<file path="src/rtl/bus_arb_pkg.sv">
package bus_arb_pkg;

  typedef enum logic [1:0] {
    ST_MASTER = 2'd0,
    ST_FINISH = 2'd1,
    ST_HALT   = 2'd2
  } arbState_t;

  // control -> datapath strobes
  typedef struct packed {
    logic cmpEn;
    logic setFlag;
    logic clrFlag;
  } ctrlStb_t;

  // datapath -> control events
  typedef struct packed {
    logic txLoss;
    logic rxLoss;
    logic lastBit;
  } arbEvt_t;

endpackage

</file>
<file path="src/rtl/bus_arb_datapath.sv">
module bus_arb_datapath
  import bus_arb_pkg::*;
#(
  parameter int DATA_BITS   = 8,
  parameter int SYNC_STAGES = 2,
  localparam int IDX_W      = $clog2(DATA_BITS)
) (
  input  logic             clk,
  input  logic             rstN,
  input  logic             masterTx,
  input  logic             masterRx,
  input  logic             ackPhase,
  input  logic [IDX_W-1:0] bitIdx,
  input  logic             driveBit,
  input  logic             sdaIn,
  input  logic             sclHighStb,
  input  ctrlStb_t         stb,
  output arbEvt_t          evt,
  output logic             lossFlag
);

  logic sdaSmp;

  generate
    if (SYNC_STAGES < 2) begin : g_sync_one
      logic syncQ;
      always_ff @(posedge clk or negedge rstN) begin
        if (!rstN) syncQ <= 1'b1;
        else       syncQ <= sdaIn;
      end
      assign sdaSmp = syncQ;
    end else begin : g_sync_chain
      logic [SYNC_STAGES-1:0] syncQ;
      always_ff @(posedge clk or negedge rstN) begin
        if (!rstN) syncQ <= '1;
        else       syncQ <= {syncQ[SYNC_STAGES-2:0], sdaIn};
      end
      assign sdaSmp = syncQ[SYNC_STAGES-1];
    end
  endgenerate

  logic mismatch;
  logic rxActive;

  assign mismatch = sclHighStb && driveBit && !sdaSmp;
  assign rxActive = masterRx && !masterTx;

  always_comb begin
    evt.txLoss  = stb.cmpEn && masterTx && !ackPhase && mismatch;
    evt.rxLoss  = stb.cmpEn && rxActive && ackPhase && mismatch;
    evt.lastBit = sclHighStb && !ackPhase && (bitIdx == '0);
  end

  always_ff @(posedge clk or negedge rstN) begin
    if (!rstN)             lossFlag <= 1'b0;
    else if (stb.setFlag)  lossFlag <= 1'b1;
    else if (stb.clrFlag)  lossFlag <= 1'b0;
  end

endmodule

</file>
<file path="src/rtl/bus_arb_control.sv">
module bus_arb_control
  import bus_arb_pkg::*;
(
  input  logic     clk,
  input  logic     rstN,
  input  logic     lossClr,
  input  arbEvt_t  evt,
  output ctrlStb_t stb,
  output logic     arbLost,
  output logic     slaveRx,
  output logic     clkFinish,
  output logic     clkHalt
);

  arbState_t state, stateNxt;
  logic      lossNow;

  assign lossNow = (state == ST_MASTER) && (evt.txLoss || evt.rxLoss);

  always_comb begin
    stateNxt = state;
    unique case (state)
      ST_MASTER: begin
        if (evt.rxLoss)      stateNxt = ST_HALT;
        else if (evt.txLoss) stateNxt = evt.lastBit ? ST_HALT : ST_FINISH;
      end
      ST_FINISH: begin
        if (lossClr)          stateNxt = ST_MASTER;
        else if (evt.lastBit) stateNxt = ST_HALT;
      end
      ST_HALT: begin
        if (lossClr) stateNxt = ST_MASTER;
      end
      default: stateNxt = ST_MASTER;
    endcase
  end

  always_ff @(posedge clk or negedge rstN) begin
    if (!rstN) begin
      state   <= ST_MASTER;
      arbLost <= 1'b0;
    end else begin
      state   <= stateNxt;
      arbLost <= lossNow;
    end
  end

  always_comb begin
    stb.cmpEn   = (state == ST_MASTER);
    stb.setFlag = lossNow;
    stb.clrFlag = lossClr;
  end

  assign slaveRx   = (state != ST_MASTER);
  assign clkFinish = (state == ST_FINISH);
  assign clkHalt   = (state == ST_HALT);

endmodule

</file>
<file path="src/rtl/bus_arb_monitor.sv">
module bus_arb_monitor
  import bus_arb_pkg::*;
#(
  parameter int DATA_BITS   = 8,
  parameter int SYNC_STAGES = 2,
  localparam int IDX_W      = $clog2(DATA_BITS)
) (
  input  logic             clk,
  input  logic             rstN,
  input  logic             masterTx,
  input  logic             masterRx,
  input  logic             ackPhase,
  input  logic [IDX_W-1:0] bitIdx,
  input  logic             driveBit,
  input  logic             sdaIn,
  input  logic             sclHighStb,
  input  logic             lossClr,
  output logic             arbLost,
  output logic             slaveRx,
  output logic             clkFinish,
  output logic             clkHalt,
  output logic             lossFlag
);

  ctrlStb_t stb;
  arbEvt_t  evt;

  bus_arb_datapath #(
    .DATA_BITS  (DATA_BITS),
    .SYNC_STAGES(SYNC_STAGES)
  ) u_dp (
    .clk       (clk),
    .rstN      (rstN),
    .masterTx  (masterTx),
    .masterRx  (masterRx),
    .ackPhase  (ackPhase),
    .bitIdx    (bitIdx),
    .driveBit  (driveBit),
    .sdaIn     (sdaIn),
    .sclHighStb(sclHighStb),
    .stb       (stb),
    .evt       (evt),
    .lossFlag  (lossFlag)
  );

  bus_arb_control u_ctl (
    .clk      (clk),
    .rstN     (rstN),
    .lossClr  (lossClr),
    .evt      (evt),
    .stb      (stb),
    .arbLost  (arbLost),
    .slaveRx  (slaveRx),
    .clkFinish(clkFinish),
    .clkHalt  (clkHalt)
  );

endmodule

</file>
<file path="config.mk">
export PLATFORM = sky130hd
export DESIGN_NAME = bus_arb_monitor
export DESIGN_NICKNAME = d
export VERILOG_FILES = /design/src/rtl/bus_arb_pkg.sv /design/src/rtl/bus_arb_datapath.sv /design/src/rtl/bus_arb_control.sv /design/src/rtl/bus_arb_monitor.sv
export SDC_FILE = /design/constraint.sdc
export NUM_CORES = 1
export LEC_CHECK = 0
export ABC_AREA = 1
export BUFFER_PORTS_ARGS = -buffer_cell sky130_fd_sc_hd__buf_2
export CORE_AREA = 2 2 39 41
export CTS_CLUSTER_SIZE = 30
export DETAILED_ROUTE_END_ITERATION = 6
export DIE_AREA = 0 0 41 43
export SYNTH_ARGS = -nofsm -noshare
export SYNTH_HDL_FRONTEND = slang
export SYNTH_SLANG_ARGS = --single-unit
</file>
<file path="constraint.sdc">
create_clock -name clk -period 1.5 [get_ports clk]
set_input_delay 0.075 -clock clk [delete_from_list [all_inputs] [get_ports clk]]
set_output_delay 0.075 -clock clk [all_outputs]
set_load 0.02 [all_outputs]
</file>
# After elaboration in Yosys (flattened, before gate mapping)

Cells that the tools add are included.

Equality and inequality tests: 5
Multiplexer cells: 9
Reductions and logical operators: 21

Operator list:

| kind               | count |
|---|---|
| $logic_and 1x1->1  | 12 |
| $mux 2             | 6 |
| $pmux 2 s3         | 1 |
| $reduce_bool 2->1  | 2 |
| $logic_not 1->1    | 3 |
| $logic_not 3->1    | 1 |
| $ne 3x1->1 const B | 1 |
| $ne 3x2->1 const B | 1 |
| $reduce_and 3->1   | 1 |
| $eq 2x1->1 const B | 1 |
| $eq 2x2->1 const B | 1 |
| $logic_not 2->1    | 1 |
| $mux 1             | 2 |
| $ne 2x2->1 const B | 1 |
| $logic_or 1x1->1   | 1 |

Register bits after elaboration: 6
Bits of input ports: 12
Output and inout port bits: 5
Word-level logic and storage cells: 39

# Depth between registers and ports, before layout

Gate-level depths: netlist of run 1.

Depth after elaboration: 8
Mapped depth: 9
Gate-level depth less buffers: 9

# Modules after synthesis

Synthesis of run 1 repeated with hierarchy kept, for this count alone.

Cells, all modules: 47
Area, all modules: 336.6 sq um

By module, submodules not included:

| module           | instances | cells an instance | area each (sq um) | seq. area each (sq um) |
|---|---|---|---|---|
| bus_arb_control  | 1         | 29                | 190.2             | 75.1 |
| bus_arb_datapath | 1         | 18                | 146.4             | 77.6 |

# Least setup slack after synthesis of run 1

OpenSTA, ideal clock, no wires.

Kind: register -> register
Start: register u_ctl.state[1]
End: register u_ctl.state[1]
Library setup time: 0.116 ns
Data arrival time: 1.016 ns
Slack: 0.367 ns
Cell stages (with the launch flop): 7
Buffers on the path: 0
Period minus slack after synthesis: 1.133 ns
Path through: dfrtp_1 > nor2_2 > nand2_1 > nor2b_1 > nor2_1 > nand2_1 > nand2_1

RTL lines:

| item                              | line                  | source |
|---|---|---|
| start: declaration                | bus_arb_control.sv:15 | `arbState_t state, stateNxt;` |
| start signal: assignment          | bus_arb_control.sv:43 | `state <= stateNxt;` |
| $eq 2x1->1 *                      | --                    |  |
| net clkFinish                     | bus_arb_monitor.sv:20 | `output logic clkFinish,` |
| $ne 3x2->1 (no source line)       | --                    |  |
| $reduce_and 3->1 (no source line) | --                    |  |

The timed path passes the listed nets; every way through them passes the cells marked *.
A chain may end at the register's enable or synchronous reset.

# Final worst setup path of run 1

Start: register u_dp.g_sync_chain.syncQ[1]
End: register u_ctl.state[1]

Longest elaborated chain between the ends: 5

RTL lines:

| item                                                            | line                                           | source |
|---|---|---|
| start: declaration                                              | bus_arb_datapath.sv:33                         | `logic [SYNC_STAGES-1:0] syncQ;` |
| start signal: assignment                                        | bus_arb_datapath.sv:36                         | `else syncQ <= {syncQ[SYNC_STAGES-2:0], sdaIn};` |
| $logic_not 1->1 *                                               | bus_arb_datapath.sv:45                         | `assign mismatch = sclHighStb && driveBit && !sdaSmp;` |
| $logic_and 1x1->1 *                                             | bus_arb_datapath.sv:45                         |  |
| $logic_and 1x1->1, on equally long branches                     | bus_arb_datapath.sv:50, bus_arb_datapath.sv:49 |  |
| $ne 3x1->1 (no source line) or $mux 2 (tied branches)           | --                                             |  |
| $reduce_and 3->1 (no source line) or $pmux 2 s3 (tied branches) | --                                             |  |

Every way passes the cells marked *; elsewhere a longest branch is shown, timed or not.

==> results of run 1 <==
==> cells in the final DEF (no fill, tap or decap) <==
| cell type | n |
|---|---|
| clkbuf_1 | 1 |
| nor2_2 | 4 |
| o21ai_0 | 1 |
| dfrtp_1 | 4 |
| dfstp_2 | 2 |
| inv_2 | 2 |
| inv_1 | 7 |
| buf_2 | 16 |
| nor2b_1 | 1 |
| nor2_1 | 4 |
| clkbuf_4 | 3 |
| dlygate4sd3_1 | 2 |
| nand3_1 | 4 |
| nand4_1 | 1 |
| o21bai_1 | 1 |
| nand2_2 | 3 |
| nand2_1 | 8 |
==> layer usage <==
metal,vias to the layer above,global-route usage (%),share of wire [%]
met3,0,4.71,4.9
met2,9,16.3,49
li1,171,-,-
met1,150,9.51,46
met4,0,6.00,0
met5,-,0,0
==> state kept, by name (all words and copies together), names as in the netlist <==
| signal | count |
|---|---|
| u_dp.lossFlag | 1 |
| u_ctl.arbLost | 1 |
| u_ctl.state | 2 |
| u_dp.g_sync_chain.syncQ | 2 |
==> cell families (layout without fill, tap and decap cells) <==
group,after synthesis,count (layout)
and+or+nand+nor,25,25
buffers and inverters,9,31
DFF,6,6
AOI/OAI and AO/OA,2,2
==> stage by stage <==
| step | area [um^2] | util [%] |
|---|---|---|
| final | 467 | 33.7 |
| after detailed placement | 420 | 30.4 |
| after CTS | 467 | 33.7 |
| after global placement | 420 | 30.4 |
| after global routing | 467 | 33.7 |
| after floorplan | 320 | - |
==> path summary, 6_finish.rpt <==
kind,end,from,depth (start not counted)
max,u_ctl.state[1],u_dp.g_sync_chain.syncQ[1],9
min,u_ctl.state[1],lossClr,4
max reg2reg,u_ctl.state[1],u_dp.g_sync_chain.syncQ[1],9
min reg2reg,u_dp.g_sync_chain.syncQ[1],u_dp.g_sync_chain.syncQ[0],0
max in group asynchronous,u_dp.g_sync_chain.syncQ[1],rstN,2
min in group asynchronous,u_dp.lossFlag,rstN,2
==> worst reg2reg max path, stage by stage (launching register included) <==
cell	delay [ps]
dfstp_2	500
inv_1	30
nand3_1	100
inv_1	60
nand2_2	90
nand2_2	60
nand2_1	50
nand2_1	40
nand2_1	60
nand2_1	40
==> area by class of cell <==
type / count / area [um^2]
fill: 152 / 917
sequential: 6 / 153
multi-input combinational: 27 / 134
timing repair buffer: 18 / 100
inverter: 9 / 33.8
clock buffer: 4 / 26.3
tap: 16 / 20.0
==> power groups by stage <==
stage                     sequential, uW  combinational (uW)  clock (uW)
after floorplan                      179                24.9           0
after global placement               176                52.8           0
after detailed placement             176                53.5           0
after CTS                            174                57.5         168
after global routing                 175                64.0         180
final                                174                56.4         161
==> cells in the mapped netlist, drive strengths merged <==
master / count
dfrtp: 4
dfstp: 2
inv: 9
nand2: 11
nand3: 4
nand4: 1
nor2: 8
nor2b: 1
o21ai: 1
o21bai: 1
==> repair_timing <==
action / 4_1_cts / 5_1_grt
hold buffers: 2 / 0
resized for setup: 0 / 0
setup endpoints to repair: 0 / 0
endpoints found under the hold margin: 7 / 0
setup buffers: 0 / 0
==> impl_metrics.sql, run 1 <==
INSERT INTO impl_metrics (metric_group, metric, value, unit) VALUES
('status', 'status', 'completed', ''),
('sta', 'timing_worst_slew_pin_value', '149', 'ps'),
('sta', 'finalCritPeriodShare', '75.5', '%'),
('floorplan', 'fp.coreArea', '1380', 'um^2'),
('logic_synthesis', 'synth_sequential_area_ratio', '47.7', '%'),
('power', 'cellPowerDensity', '839', 'nW/um^2'),
('floorplan', 'die_width', '41', 'um'),
('job', 'max_capacitance_violation_total', '0', ''),
('logic_synthesis', 'synth-warning-count', '0', ''),
('worst_setup_path', 'crit_chain', 'inv_1 > nand3_1 > inv_1 > nand2_2 > nand2_2 > nand2_1 > nand2_1 > nand2_1 > nand2_1', ''),
('power', 'worst_ir_drop_vdd', '0.416', 'mV'),
('worst_setup_path', 'crit_top_cell', 'nand2_1', ''),
('logic_synthesis', 'post_synth_xor_area_fraction', '0', '%'),
('floorplan', 'boundaryPins', '17', ''),
('worst_setup_path', 'critical_path.max_fanout', '3', ''),
('power', 'p_leak', '0.000286', 'uW'),
('cells_and_area', 'layout-drive-gt1-share', '46.9', '%'),
('cells_and_area', 'final_cells', '80', ''),
('worst_setup_path', 'timing.critical_path.required', '1640', 'ps'),
('worst_setup_path', 'cpLargestDelayFamily', 'flip-flops', ''),
('sta', 'timing.slew.headroom', '90.0', '%'),
('worst_setup_path', 'slowest_cell_on_crit_path', 'dfstp_2', ''),
('detailed_routing', 'avgRoutedWirePerCell', '7.88', 'um'),
('sta', 'setup_slack', '367', 'ps'),
('logic_synthesis', 'simple_gate_share_of_the_synthesized_area', '37.9', '%'),
('cells_and_area', 'final_net_count', '77', ''),
('worst_setup_path', 'cp-end-kind', 'flop', ''),
('logic_synthesis', 'synth.top_cells.by_area', 'dfrtp_1 31%, dfstp_2 16%, nand2_1 9.4%, inv_1 8.2%, nor2_2 7.8%', ''),
('clocking', 'worst_skew_pair.late_latency', '250', 'ps'),
('detailed_routing', 'drt-total-wl', '630', 'um'),
('min_path', 'timing.hold.worst.class', 'in2reg', ''),
('place', 'dp.cells', '74', ''),
('logic_synthesis', 'avgSynthCellArea', '7.63', 'um^2'),
('clocking', 'tritoncts_clock_tree', 'done', ''),
('logic_synthesis', 'synth-seq-cells', '6', ''),
('clocking', 'worst_case_clock_buffer_depth', '2', ''),
('worst_setup_path', 'setup.worst_path.class', 'reg2reg', ''),
('worst_setup_path', 'worst_path_largest_cell_delay', '500', 'ps'),
('power', 'power.sequential.fraction', '44.4', '%'),
('place', 'placement.io_buffers', '16', ''),
('logic_synthesis', 'yosysTopAreaCellShare', '31.3', '%'),
('grt', 'grt_first_pass_wirelength', '1190', 'um'),
('floorplan', 'die_h', '43', 'um'),
('clocking', 'clkSinkCount', '6', ''),
('place', 'globalplace.congestion', '0.730', ''),
('sta', 'rsz0062_at_grt', 'false', ''),
('grt', 'first_global_vias', '360', ''),
('floorplan', 'row_count', '14', ''),
('worst_setup_path', 'setup.reg_to_reg.worst_slack', '370', 'ps'),
('logic_synthesis', 'synthCells', '42', ''),
('place', 'place_ws', '348', 'ps'),
('grt', 'maximum_number_of_pins_on_one_net_before_global_route_repair', '7', ''),
('logic_synthesis', 'post_synth_fa_ha_maj_area_fraction', '0', '%'),
('logic_synthesis', 'synthDistinctLibCells', '13', ''),
('power', 'switching_power', '94.5', 'uW'),
('logic_synthesis', 'combinational_family_with_the_most_area_after_synthesis', 'simple AND/OR/NAND/NOR gates', ''),
('clocking', 'cts_max_level', '1', ''),
('detailed_routing', 'routed_via_count', '330', ''),
('sta', 'fin_hold_ws', '91.5', 'ps'),
('detailed_routing', 'ant_nets', '0', ''),
('sta', 'timing.final.setup_violations', '0', ''),
('logic_synthesis', 'post_synth_mux_area_share', '0', '%'),
('floorplan', 'initial_core_util', '23.1', '%'),
('sta', 'max_slew_vio_count', '0', ''),
('logic_synthesis', 'syn_nets', '54', ''),
('sta', 'fin_skew', '14.0', 'ps'),
('cells_and_area', 'antenna_cells_inserted', '0', ''),
('clocking', 'cts.reportedPaths.clkPinSlew', '50', 'ps'),
('sta', 'setup_tns', '0', 'ps'),
('floorplan', 'fp.dieArea', '1760', 'um^2'),
('sta', 'fmax', '883', 'MHz');
No activity file was read; power rests on OpenSTA's default activity.
==> inputs of run 2 (changes only) <==
Settings changed: ABC_AREA 1 to 0.
Clock period 1.5 ns to 1 ns, I/O delays scaled along.
==> impl_metrics.sql, run 2 <==
INSERT INTO impl_metrics (metric_group, metric, value, unit) VALUES
('detailed_routing', 'drc_violation_count_after_routing', '0', ''),
('clocking', 'cts_inserted_buffers', '3', ''),
('clocking', 'worst_skew_pair.late_latency', '250', 'ps'),
('floorplan', 'boundaryPins', '17', ''),
('sta', 'setup_slack', '-111', 'ps'),
('detailed_routing', 'drt-total-wl', '707', 'um'),
('cells_and_area', 'most_common_cell_after_layout_fill_and_taps_aside', 'buf_2', ''),
('worst_setup_path', 'setup.worst_path.class', 'reg2out', ''),
('place', 'placement.io_buffers', '16', ''),
('power', 'netSwitchingFraction', '24.9', '%'),
('cells_and_area', 'fill_cells', '133', ''),
('logic_synthesis', 'synth_enable_flop_cells', '0', ''),
('sta', 'period_minus_slack', '1110', 'ps'),
('grt', 'initial_antenna_violation_count', '0', ''),
('clocking', 'tritoncts_clock_tree', 'done', ''),
('place', 'hpwl', '525', 'um'),
('worst_setup_path', 'timing.critical_path.required', '950', 'ps'),
('clocking', 'cts.reportedPaths.clkPinSlew', '40', 'ps'),
('detailed_routing', 'viasPerCell', '4.37', ''),
('logic_synthesis', 'synth-seq-cells', '6', ''),
('status', 'failed_checks', 'setup timing', ''),
('worst_setup_path', 'cp_data_arrival_time', '1060', 'ps'),
('logic_synthesis', 'synth.largest_area_cell', 'dfrtp_1', ''),
('floorplan', 'fp.coreArea', '1380', 'um^2'),
('logic_synthesis', 'synth.top_cells.by_area', 'dfrtp_1 34%, dfstp_2 18%, nor4b_4 16%, nor2b_1 4.2%, a21oi_1 3.4%', ''),
('floorplan', 'die_width', '41', 'um'),
('detailed_routing', 'avgRoutedWirePerCell', '11.2', 'um'),
('detailed_routing', 'route.top_layer_used', 'met3', ''),
('logic_synthesis', 'post_synth_fa_ha_maj_area_fraction', '0', '%'),
('power', 'switching_power', '154', 'uW'),
('worst_setup_path', 'cp-end-kind', 'output pin', ''),
('detailed_routing', 'first_iter_violations', '5', ''),
('power', 'pwr-share-comb', '17.6', '%'),
('power', 'worst_ir_drop_vdd', '0.573', 'mV'),
('cells_and_area', 'layout.cells.most_common_list', '13 x buf_2, 4 x buf_6, 3 x clkbuf_4', ''),
('place', 'place_ws', '-35.1', 'ps'),
('logic_synthesis', 'synth_area', '295', 'um^2'),
('floorplan', 'die_h', '43', 'um'),
('cells_and_area', 'post-route-util', '36.4', '%'),
('worst_setup_path', 'worstSetupStartpointType', 'flop', ''),
('cells_and_area', 'area_growth_syn_to_layout', '70.8', '%'),
('cells_and_area', 'final_net_count', '60', ''),
('logic_synthesis', 'simple_gate_share_of_the_synthesized_area', '32.2', '%'),
('power', 'power.sequential.fraction', '42.7', '%'),
('sta', 'setup_tns', '-425', 'ps'),
('sta', 'final_hold_vio_count', '0', ''),
('sta', 'timing.slew.headroom', '83.0', '%'),
('worst_setup_path', 'setup.reg_to_reg.worst_slack', '-80', 'ps'),
('cells_and_area', 'layout-drive-gt1-share', '68.1', '%'),
('power', 'power.share.clock', '39.7', '%'),
('grt', 'grt_first_pass_wirelength', '1040', 'um'),
('clocking', 'cts_max_level', '1', ''),
('job', 'max_capacitance_violation_total', '0', ''),
('grt', 'maximum_number_of_pins_on_one_net_before_global_route_repair', '7', ''),
('detailed_routing', 'ant_nets', '0', ''),
('floorplan', 'fp.dieArea', '1760', 'um^2'),
('logic_synthesis', 'synth-warning-count', '0', ''),
('logic_synthesis', 'synth_most_common_cell', 'dfrtp_1', ''),
('place', 'globalplace.congestion', '0.662', ''),
('min_path', 'timing.hold.worst.class', 'in2reg', ''),
('sta', 'rsz0062_at_grt', 'true', ''),
('detailed_routing', 'detailedRoute.firstPassIterationCount', '3', ''),
('logic_synthesis', 'async_flop_share', '100', '%'),
('clocking', 'clkSinkCount', '6', ''),
('clocking', 'clock-root-buffer', 'clkbuf_4', ''),
('logic_synthesis', 'syn_nets', '36', ''),
('sta', 'timing_worst_slew_pin_value', '254', 'ps'),
('logic_synthesis', 'avgSynthCellArea', '12.3', 'um^2'),
('sta', 'fmax', '900', 'MHz'),
('status', 'status', 'finished, violations left', ''),
('logic_synthesis', 'synth_flop_cell', 'dfrtp_1', ''),
('logic_synthesis', 'yosysTopAreaCellShare', '33.9', '%'),
('logic_synthesis', 'synthDistinctLibCells', '15', ''),
('power', 'cellPowerDensity', '1230', 'nW/um^2'),
('power', 'power_report.internal_total', '465', 'uW'),
('logic_synthesis', 'synthCells', '24', ''),
('detailed_routing', 'met2WireLength', '355', 'um'),
('worst_setup_path', 'critical_path.max_fanout', '4', ''),
('logic_synthesis', 'post_synth_mux_area_share', '0', '%'),
('cells_and_area', 'antenna_cells_inserted', '0', ''),
('clocking', 'worst_case_clock_buffer_depth', '2', ''),
('sta', 'max_slew_vio_count', '0', ''),
('power', 'total_power', '619', 'uW'),
('sta', 'timing.final.setup_violations', '7', ''),
('logic_synthesis', 'synth_sequential_area_ratio', '51.7', '%'),
('floorplan', 'initial_core_util', '21.3', '%'),
('detailed_routing', 'detailed_routed_wire_length_on_met3', '89', 'um'),
('detailed_routing', 'routed_via_count', '275', ''),
('logic_synthesis', 'synth_compound_area_share', '13.6', '%'),
('logic_synthesis', 'combinational_family_with_the_most_area_after_synthesis', 'simple AND/OR/NAND/NOR gates', ''),
('power', 'p_leak', '0.000239', 'uW'),
('grt', 'first_global_vias', '267', ''),
('sta', 'fin_hold_ws', '38.6', 'ps'),
('grt', 'groute.usage.overall', '8.92', '%'),
('floorplan', 'row_count', '14', ''),
('detailed_routing', 'wl_met1', '263', 'um'),
('sta', 'finalCritPeriodShare', '111', '%'),
('grt', 'grt_remaining_overflow', '0', ''),
('cells_and_area', 'layout_top_registers', 'u_ctl.state (2), u_dp.g_sync_chain.syncQ (2)', ''),
('logic_synthesis', 'post_synth_xor_area_fraction', '0', '%'),
('sta', 'fin_skew', '13.1', 'ps');
==> run 2: cell families (layout without fill, tap and decap cells) <==
kind of cell           count (synthesis)  after routing
flip-flops                             6              6
buffers and inverters                  2             25
AO/OA/AOI/OAI                          6              6
AND/OR/NAND/NOR                       10             10
==> run 2: stage by stage <==
step / cells / instance area [um^2]
after floorplan: 24 / 310
after global placement: 57 / 418
after detailed placement: 57 / 418
final: 63 / 504
after global routing: 63 / 504
after CTS: 63 / 487
==> run 2: final timing paths <==
| kind | cells past startpoint | from | to |
|---|---|---|---|
| worst min register to register | 0 | u_dp.g_sync_chain.syncQ[0] | u_dp.g_sync_chain.syncQ[1] |
| worst min-delay path | 2 | lossClr | u_ctl.state[1] |
| max in group asynchronous | 2 | rstN | u_dp.g_sync_chain.syncQ[1] |
| min in group asynchronous | 2 | rstN | u_ctl.arbLost |
| worst max-delay path | 3 | u_ctl.state[1] | clkFinish |
| worst max register to register | 3 | u_ctl.state[1] | u_ctl.state[0] |
==> run 2: cell type report <==
type	count	area (um^2)	area share, %
clock buffer	4	26.3	5.21
inverter	2	7.51	1.49
multi-input combinational	16	165	32.8
sequential	6	155	30.8
timing repair buffer	19	130	25.8
tap	16	20.0	3.97
==> run 2: routing by layer <==
metal	global-route usage, %	vias up
li1	-	131
met1	10.6	128
met2	13.1	16
met3	5.76	0
met4	2.00	0
met5	0	-
==> run 2: repair_timing <==
action | CTS | global route
gates resized for setup | 7 | 4
endpoints found under the setup margin | 7 | 7
hold endpoints to repair | 7 | 0
hold buffers | 2 | 0
pin swaps | 6 | 3
buffers inserted | 0 | 0
==> run 2: critical path, cell delays in order, from the launching register on <==
cell     delay, ps
dfrtp_2        430
buf_6          130
nor2b_4        140
buf_6          130
==> run 2: power by group through the flow <==
| stage | registers, uW | logic [uW] | clock network [uW] |
|---|---|---|---|
| global placement | 268 | 86.4 | 0 |
| detailed placement | 268 | 88.8 | 0 |
| CTS | 264 | 102 | 253 |
| floorplan | 272 | 39.1 | 0 |
| finish | 265 | 109 | 246 |
| global route | 266 | 118 | 270 |
